--- src/rtl/tlbx_pkg.sv ---
package tlbx_pkg;
  typedef enum logic [1:0] {
    FLT_NONE = 2'd0,
    FLT_LEN  = 2'd1,
    FLT_INV  = 2'd2
  } fault_e;

  typedef enum logic [2:0] {
    ST_IDLE,
    ST_LOOK,
    ST_MEM,
    ST_RESP
  } walk_st_e;
endpackage

--- src/rtl/tlb_victim.sv ---
module tlb_victim #(
  parameter int N     = 8,
  parameter int IDX_W = $clog2(N)
) (
  input  logic             clk_i,
  input  logic             rst_ni,
  input  logic [N-1:0]     vld_i,
  input  logic             adv_i,
  output logic [IDX_W-1:0] idx_o
);
  logic [IDX_W-1:0] rr_q;
  logic             full;

  assign full = &vld_i;

  always_comb begin
    idx_o = rr_q;
    for (int i = N - 1; i >= 0; i--) begin
      if (!vld_i[i]) idx_o = IDX_W'(i);
    end
  end

  always_ff @(posedge clk_i or negedge rst_ni) begin
    if (!rst_ni) begin
      rr_q <= '0;
    end else if (adv_i && full) begin
      rr_q <= (rr_q == IDX_W'(N - 1)) ? '0 : rr_q + 1'b1;
    end
  end
endmodule

--- src/rtl/tlb_cam.sv ---
module tlb_cam #(
  parameter int N     = 8,
  parameter int TAG_W = 10,
  parameter int FRM_W = 10,
  parameter int IDX_W = $clog2(N)
) (
  input  logic             clk_i,
  input  logic             rst_ni,
  input  logic             flush_i,
  input  logic [TAG_W-1:0] lk_tag_i,
  output logic             hit_o,
  output logic [FRM_W-1:0] hit_frame_o,
  input  logic             fill_i,
  input  logic [IDX_W-1:0] fill_idx_i,
  input  logic [TAG_W-1:0] fill_tag_i,
  input  logic [FRM_W-1:0] fill_frame_i,
  output logic [N-1:0]     vld_o
);
  logic [N-1:0]     vld_q;
  logic [TAG_W-1:0] tag_q [N];
  logic [FRM_W-1:0] frm_q [N];
  logic [N-1:0]     match;

  genvar g;
  generate
    for (g = 0; g < N; g++) begin : g_ent
      assign match[g] = vld_q[g] && (tag_q[g] == lk_tag_i);

      always_ff @(posedge clk_i or negedge rst_ni) begin
        if (!rst_ni) begin
          vld_q[g] <= 1'b0;
          tag_q[g] <= '0;
          frm_q[g] <= '0;
        end else if (flush_i) begin
          vld_q[g] <= 1'b0;
        end else if (fill_i && (fill_idx_i == IDX_W'(g))) begin
          vld_q[g] <= 1'b1;
          tag_q[g] <= fill_tag_i;
          frm_q[g] <= fill_frame_i;
        end
      end
    end
  endgenerate

  always_comb begin
    hit_frame_o = '0;
    for (int i = 0; i < N; i++) begin
      if (match[i]) hit_frame_o = hit_frame_o | frm_q[i];
    end
  end

  assign hit_o = |match;
  assign vld_o = vld_q;
endmodule

--- src/rtl/pt_walker.sv ---
module pt_walker
  import tlbx_pkg::*;
#(
  parameter int VA_W      = 20,
  parameter int OFF_W     = 10,
  parameter int FRAME_W   = 10,
  parameter int MEM_AW    = 16,
  parameter int PTE_W     = 16,
  parameter int PTE_BYTES = 2,
  parameter int VPN_W     = VA_W - OFF_W,
  parameter int PA_W      = FRAME_W + OFF_W
) (
  input  logic               clk_i,
  input  logic               rst_ni,
  input  logic               req_valid_i,
  output logic               req_ready_o,
  input  logic [VA_W-1:0]    req_addr_i,
  input  logic [MEM_AW-1:0]  base_i,
  input  logic [VPN_W:0]     len_i,
  output logic [VPN_W-1:0]   lk_tag_o,
  input  logic               hit_i,
  input  logic [FRAME_W-1:0] hit_frame_i,
  output logic               fill_o,
  output logic [FRAME_W-1:0] fill_frame_o,
  output logic               mem_req_o,
  output logic [MEM_AW-1:0]  mem_addr_o,
  input  logic               mem_rvalid_i,
  input  logic [PTE_W-1:0]   mem_rdata_i,
  output logic               rsp_valid_o,
  output logic [PA_W-1:0]    rsp_paddr_o,
  output logic [1:0]         rsp_fault_o
);
  localparam logic [MEM_AW-1:0] PTE_STEP = MEM_AW'(PTE_BYTES);

  walk_st_e          st_q, st_d;
  logic [VPN_W-1:0]  vpn_q;
  logic [OFF_W-1:0]  off_q;
  logic [PA_W-1:0]   pa_q, pa_d;
  fault_e            flt_q, flt_d;
  logic              beyond;
  logic              pte_ok;

  assign beyond       = {1'b0, vpn_q} >= len_i;
  assign pte_ok       = mem_rdata_i[PTE_W-1];
  assign lk_tag_o     = vpn_q;
  assign fill_frame_o = mem_rdata_i[FRAME_W-1:0];
  assign req_ready_o  = (st_q == ST_IDLE);
  assign mem_req_o    = (st_q == ST_MEM);
  assign mem_addr_o   = base_i + MEM_AW'(vpn_q) * PTE_STEP;
  assign rsp_valid_o  = (st_q == ST_RESP);
  assign rsp_paddr_o  = pa_q;
  assign rsp_fault_o  = flt_q;

  always_comb begin
    st_d   = st_q;
    pa_d   = pa_q;
    flt_d  = flt_q;
    fill_o = 1'b0;
    unique case (st_q)
      ST_IDLE: if (req_valid_i) st_d = ST_LOOK;
      ST_LOOK: begin
        if (beyond) begin
          pa_d  = '0;
          flt_d = FLT_LEN;
          st_d  = ST_RESP;
        end else if (hit_i) begin
          pa_d  = {hit_frame_i, off_q};
          flt_d = FLT_NONE;
          st_d  = ST_RESP;
        end else begin
          st_d = ST_MEM;
        end
      end
      ST_MEM: begin
        if (mem_rvalid_i) begin
          st_d = ST_RESP;
          if (pte_ok) begin
            fill_o = 1'b1;
            pa_d   = {mem_rdata_i[FRAME_W-1:0], off_q};
            flt_d  = FLT_NONE;
          end else begin
            pa_d  = '0;
            flt_d = FLT_INV;
          end
        end
      end
      ST_RESP: st_d = ST_IDLE;
      default: st_d = ST_IDLE;
    endcase
  end

  always_ff @(posedge clk_i or negedge rst_ni) begin
    if (!rst_ni) begin
      st_q  <= ST_IDLE;
      vpn_q <= '0;
      off_q <= '0;
      pa_q  <= '0;
      flt_q <= FLT_NONE;
    end else begin
      st_q  <= st_d;
      pa_q  <= pa_d;
      flt_q <= flt_d;
      if (st_q == ST_IDLE && req_valid_i) begin
        vpn_q <= req_addr_i[VA_W-1:OFF_W];
        off_q <= req_addr_i[OFF_W-1:0];
      end
    end
  end
endmodule

--- src/rtl/page_xlate_top.sv ---
module page_xlate_top #(
  parameter int VA_W       = 20,
  parameter int PAGE_BYTES = 1024,
  parameter int FRAME_W    = 10,
  parameter int TLB_N      = 8,
  parameter int MEM_AW     = 16,
  parameter int PTE_W      = 16,
  parameter int PTE_BYTES  = 2,
  localparam int OFF_W     = $clog2(PAGE_BYTES),
  localparam int VPN_W     = VA_W - OFF_W,
  localparam int PA_W      = FRAME_W + OFF_W,
  localparam int IDX_W     = $clog2(TLB_N)
) (
  input  logic              clk_i,
  input  logic              rst_ni,
  input  logic              cfg_we_i,
  input  logic [MEM_AW-1:0] cfg_base_i,
  input  logic [VPN_W:0]    cfg_len_i,
  input  logic              flush_i,
  input  logic              req_valid_i,
  output logic              req_ready_o,
  input  logic [VA_W-1:0]   req_addr_i,
  output logic              rsp_valid_o,
  output logic [PA_W-1:0]   rsp_paddr_o,
  output logic [1:0]        rsp_fault_o,
  output logic              mem_req_o,
  output logic [MEM_AW-1:0] mem_addr_o,
  input  logic              mem_rvalid_i,
  input  logic [PTE_W-1:0]  mem_rdata_i
);
  logic [MEM_AW-1:0]  base_q;
  logic [VPN_W:0]     len_q;
  logic [VPN_W-1:0]   lk_tag;
  logic               hit;
  logic [FRAME_W-1:0] hit_frame;
  logic               fill_req;
  logic               fill_en;
  logic [FRAME_W-1:0] fill_frame;
  logic [IDX_W-1:0]   victim;
  logic [TLB_N-1:0]   tlb_vld;

  always_ff @(posedge clk_i or negedge rst_ni) begin
    if (!rst_ni) begin
      base_q <= '0;
      len_q  <= '0;
    end else if (cfg_we_i) begin
      base_q <= cfg_base_i;
      len_q  <= cfg_len_i;
    end
  end

  // flush beats a fill landing in the same cycle
  assign fill_en = fill_req && !flush_i;

  pt_walker #(
    .VA_W(VA_W), .OFF_W(OFF_W), .FRAME_W(FRAME_W), .MEM_AW(MEM_AW),
    .PTE_W(PTE_W), .PTE_BYTES(PTE_BYTES)
  ) u_walk (
    .clk_i, .rst_ni, .req_valid_i, .req_ready_o, .req_addr_i,
    .base_i(base_q), .len_i(len_q), .lk_tag_o(lk_tag),
    .hit_i(hit), .hit_frame_i(hit_frame),
    .fill_o(fill_req), .fill_frame_o(fill_frame),
    .mem_req_o, .mem_addr_o, .mem_rvalid_i, .mem_rdata_i,
    .rsp_valid_o, .rsp_paddr_o, .rsp_fault_o
  );

  tlb_cam #(.N(TLB_N), .TAG_W(VPN_W), .FRM_W(FRAME_W)) u_cam (
    .clk_i, .rst_ni, .flush_i,
    .lk_tag_i(lk_tag), .hit_o(hit), .hit_frame_o(hit_frame),
    .fill_i(fill_en), .fill_idx_i(victim), .fill_tag_i(lk_tag),
    .fill_frame_i(fill_frame), .vld_o(tlb_vld)
  );

  tlb_victim #(.N(TLB_N)) u_vic (
    .clk_i, .rst_ni, .vld_i(tlb_vld), .adv_i(fill_en), .idx_o(victim)
  );
endmodule

--- config.mk ---
export PLATFORM = sky130hd
export DESIGN_NAME = page_xlate_top
export DESIGN_NICKNAME = d
export VERILOG_FILES = /design/src/rtl/tlbx_pkg.sv /design/src/rtl/tlb_victim.sv /design/src/rtl/tlb_cam.sv /design/src/rtl/pt_walker.sv /design/src/rtl/page_xlate_top.sv
export SDC_FILE = /design/constraint.sdc
export NUM_CORES = 1
export LEC_CHECK = 0
export ABC_CLOCK_PERIOD_IN_PS = 5260
export BUFFER_PORTS_ARGS = -buffer_cell sky130_fd_sc_hd__clkbuf_2
export CORE_UTILIZATION = 60
export DETAILED_ROUTE_END_ITERATION = 10
export PLACE_DENSITY = 0.8
export SKIP_CTS_REPAIR_TIMING = 1
export SYNTH_ARGS = -nofsm -noshare
export SYNTH_HDL_FRONTEND = slang
export SYNTH_HIERARCHICAL = 1
export SYNTH_SLANG_ARGS = --single-unit
--- constraint.sdc ---
create_clock -name clk_i -period 5.26 [get_ports clk_i]
set_input_delay 0.263 -clock clk_i [delete_from_list [all_inputs] [get_ports clk_i]]
set_output_delay 0.263 -clock clk_i [all_outputs]
set_load 0.005 [all_outputs]
==> results list <==
- The flow ran to the end, and the final reports show no timing, DRC or antenna violations.
* Detail-routed net length per standard cell: 20.8 microns
- Most frequent cell after synthesis: dfrtp_1
* Yosys top cell area share: 49.7%
- After synthesis, the cell types taking the most area are dfrtp_1, mux2_2, xnor2_1.
- The detail route stage leaves a number of antenna-violating nets equal to 0.
* Clock skew after layout: 0.0177 ns
- For this design the total switching power over the nets is 2.21 mW.
- Flip-flop and latch count after synthesis: 242
* Routed via count divided by cell count: 6.04
- Of the total power, the share spent switching nets is 35.0%.
- Setup repair after global routing left no endpoint under its margin.
- Clock latency on the worst-skew pair, taken at its later pin, is 0.53 ns.
- # Max-Cap Violations: 0
* Maximum buffer depth of the clock tree: 3
- The synthesized netlist contains 73 unique library cells.
- Total Routed Length: 28.9 mm
* Async set or reset register ratio after synthesis: 100%
- Std cell rows: 51
- The worst hold path belongs to the class primary input to register.
* Worst-margin pin slew: 1.22 ns
* Maximum fanout encountered on the critical timing path: 22
- Max-slew violation count: 0
- Worst Slack Setup Final: 0.896 ns
- Top achievable clock speed: 229 MHz
* Crit share post-route: 83.0%
* Post-synthesis average cell area: 12.5 sq um
- The floorplan step defined a core boundary enclosing 19700 sq um.
- Of the total power, registers draw 40.3%.
* Pleak: 6.79 nW
- When the netlist entered floorplanning its net count stood at 1068.
* Placement-stage worst setup slack: 1.06 ns
- Fraction of met1 tracks used by global routing: 35.7%
- The detailed router placed 8374 vias in this run.
* Area after DPL: 12700 sq um
- DRC violations left: 0
- The first global-routing pass estimated 41.9 mm of wire.
* Via count of the first global-routing pass: 7980
- Die Area: 20900 sq um
- Post-route cell area: 14000 sq um
- Summing every instance area after synthesis gives 12200 sq um.
* Post-layout power: 6.33 mW
- Critical path launch point type: register
- Share of synthesized area occupied by flip-flops and latches: 49.7%
- Once placement completed, the tool counted placed cells totaling 1295.
- Headroom to the max-slew limit came out at 18.2%.
- Measured along the y axis, the die boundary spans 145 microns.
- During placement, the flow inserted port buffers numbering 104.
- Met3 Resource Use GR: 4.14%
- For this design the ratio of total power to cell area is 451 nW/um^2.
* Maximum resistive drop on vdd: 0.000339 V
- Clock network fraction of design power: 28.3%
- Ys flop type: dfrtp_1
- The Yosys step of the flow raised 6 warnings.
* Count of final setup violators: 0
- Global routing consumed, over all layers together, 26.1% of the routing resources.
- The congestion estimate from routability-driven global placement came to 0.843.
- For this design the top-level I/O count stands at 110.
- The total overflow left after global routing is 0.
- STA puts the critical path data arrival time at 4.77 ns.
* Top Usage Layer GRT: met2
- The tree is rooted in a clkbuf_16.
- TritonCTS built the clock tree.
- The biggest area contributor in the post-synthesis netlist is dfrtp_1.
* Fin nets: 1200
* Setup slack, reg-to-reg: 0.90 ns
- Number of H-tree levels: 1
- Cells with a size suffix above 1 make up 30.1% of the layout.
- Final antenna diode count: 0
- Maximum number of pins on one net before global-route repair: 135
- Most frequent cells after synthesis: dfrtp_1, mux2_2, xnor2_1, inv_1, nand2_1
- The synthesized design contains 0 enable-type register cells.
- Synthesis produced a netlist whose cell count is 972.
* Number of standard cells in the layout, taps in and fillers out: 1387
- For this run, global-route usage on met2 was measured as 43.0%.
- Setup total negative slack on the finished layout was measured at 0 ns.
- Number of antenna violations at the first check in global routing: 0
* Crit Path Class: register to register
- 1st-pass router iterations: 7
- Combinational cells account for 31.4% of the total power.
- The final hold violation count came to 0.
* Type of element capturing the critical path: register
- Internal cell power: 4.12 mW
- The worst path needs 4.36 ns of the cycle, external delays included.
- Die Wd: 145 microns
- Initial Util: 61.9%
- After legalization and detailed placement, the total HPWL measured 17.2 mm.
- Initial DRC Count: 574
- The number of clock buffers added by TritonCTS is 26.
- Area growth, synth to finish: 15.1%
- Clock tree synthesis found a total of 242 sinks.
* Data required, critical path: 5.67 ns
- Clock transition at the registers of the reported paths: 0.06 ns
-- layout make-up --
type	instances	area, sq um
Sequential cell	242	6060
Fill cell	1249	5680
Multi-Input combinational cell	628	5580
Timing Repair Buffer	158	1050
Clock buffer	44	830
Tap cell	265	332
Inverter	48	180
Clock inverter	2	12.5
-- cells by family (layout without fill, tap and decap cells) --
kind of cell,Yosys count,after routing,share of synthesized area (%)
flops,242,242,49.7
mux,197,197,19.1
simple gates,177,177,8.52
compound gates,134,134,8.17
buf+inv,102,252,4.67
xor+xnor,93,93,7.05
fa+ha+maj,27,27,2.83
-- state kept, by name, summed over array words and instances, names as in the netlist --
name                cells
u_cam/frm_q            80
u_cam/tag_q            80
u_walk/rsp_paddr_o     20
base_q                 16
len_q                  11
u_walk/lk_tag_o        10
u_walk/off_q           10
u_cam/vld_o             8
u_vic/rr_q              3
u_walk/rsp_fault_o      2
u_walk/st_q             2
-- final timing paths --
kind	start	to	cells after the start
worst max-delay path	u_walk/lk_tag_o[9]$_DFFE_PN0P_	u_walk/rsp_fault_o[1]$_DFFE_PN0P_	10
worst min-delay path	req_addr_i[11]	u_walk/lk_tag_o[1]$_DFFE_PN0P_	2
worst max register to register	u_walk/lk_tag_o[9]$_DFFE_PN0P_	u_walk/rsp_fault_o[1]$_DFFE_PN0P_	10
worst min register to register	u_cam/frm_q[3]$_DFFE_PN0P_	u_cam/frm_q[3]$_DFFE_PN0P_	1
max in group asynchronous	rst_ni	len_q[5]$_DFFE_PN0P_	3
min in group asynchronous	rst_ni	u_cam/tag_q[25]$_DFFE_PN0P_	2
-- power by group through the flow --
stage / logic, mW / registers (mW) / clock network (mW)
3_5_place_dp: 1.84 / 2.57 / 0
5_1_grt: 2.13 / 2.59 / 1.90
6_report: 1.98 / 2.55 / 1.79
2_1_floorplan: 1.56 / 2.31 / 0
4_1_cts: 1.88 / 2.54 / 1.81
3_3_place_gp: 1.79 / 2.55 / 0
-- metal layers --
layer,vias up,share of wire (%)
met5,-,0
met4,0,2.8
met3,65,6.0
met2,323,50
met1,4224,41
li1,3762,-
-- worst max-delay path: stages, from the launching register on --
cell       delay [ns]
dfrtp_1          1.02
xor2_1           0.23
nor4_1           0.09
and3b_1          0.34
nor4_2           0.39
nand3_1          0.25
a2111oi_2        0.35
o2bb2ai_1        0.16
a21o_1           0.12
or3_1            0.87
mux2_1           0.39
-- cell usage in the layout, fill, tap and decap left out, drive strengths merged, types with 21 or more instances in the layout --
cell         synthesis  layout
dfrtp              242     242
nand4               21      21
nand3               21      21
clkbuf               6     147
xnor2               75      75
o21ai               32      32
nor4                22      22
a22o                21      21
inv                 48      48
nand2               40      40
nor2                21      21
mux2               197     197
dlygate4sd3          0      46
ha                  26      26
-- stage by stage --
| stage | hold slack (ns) | utilization (%) |
|---|---|---|
| final | 0.0138 | 71.2 |
| after detailed placement | 0.452 | 64.6 |
| after global placement | 0.459 | 64.6 |
| after CTS | -0.0945 | 68.9 |
| after floorplan | -0.0326 | - |
| after global routing | -0.00468 | 71.2 |
Note: power is estimated with default switching activity, not from simulation.
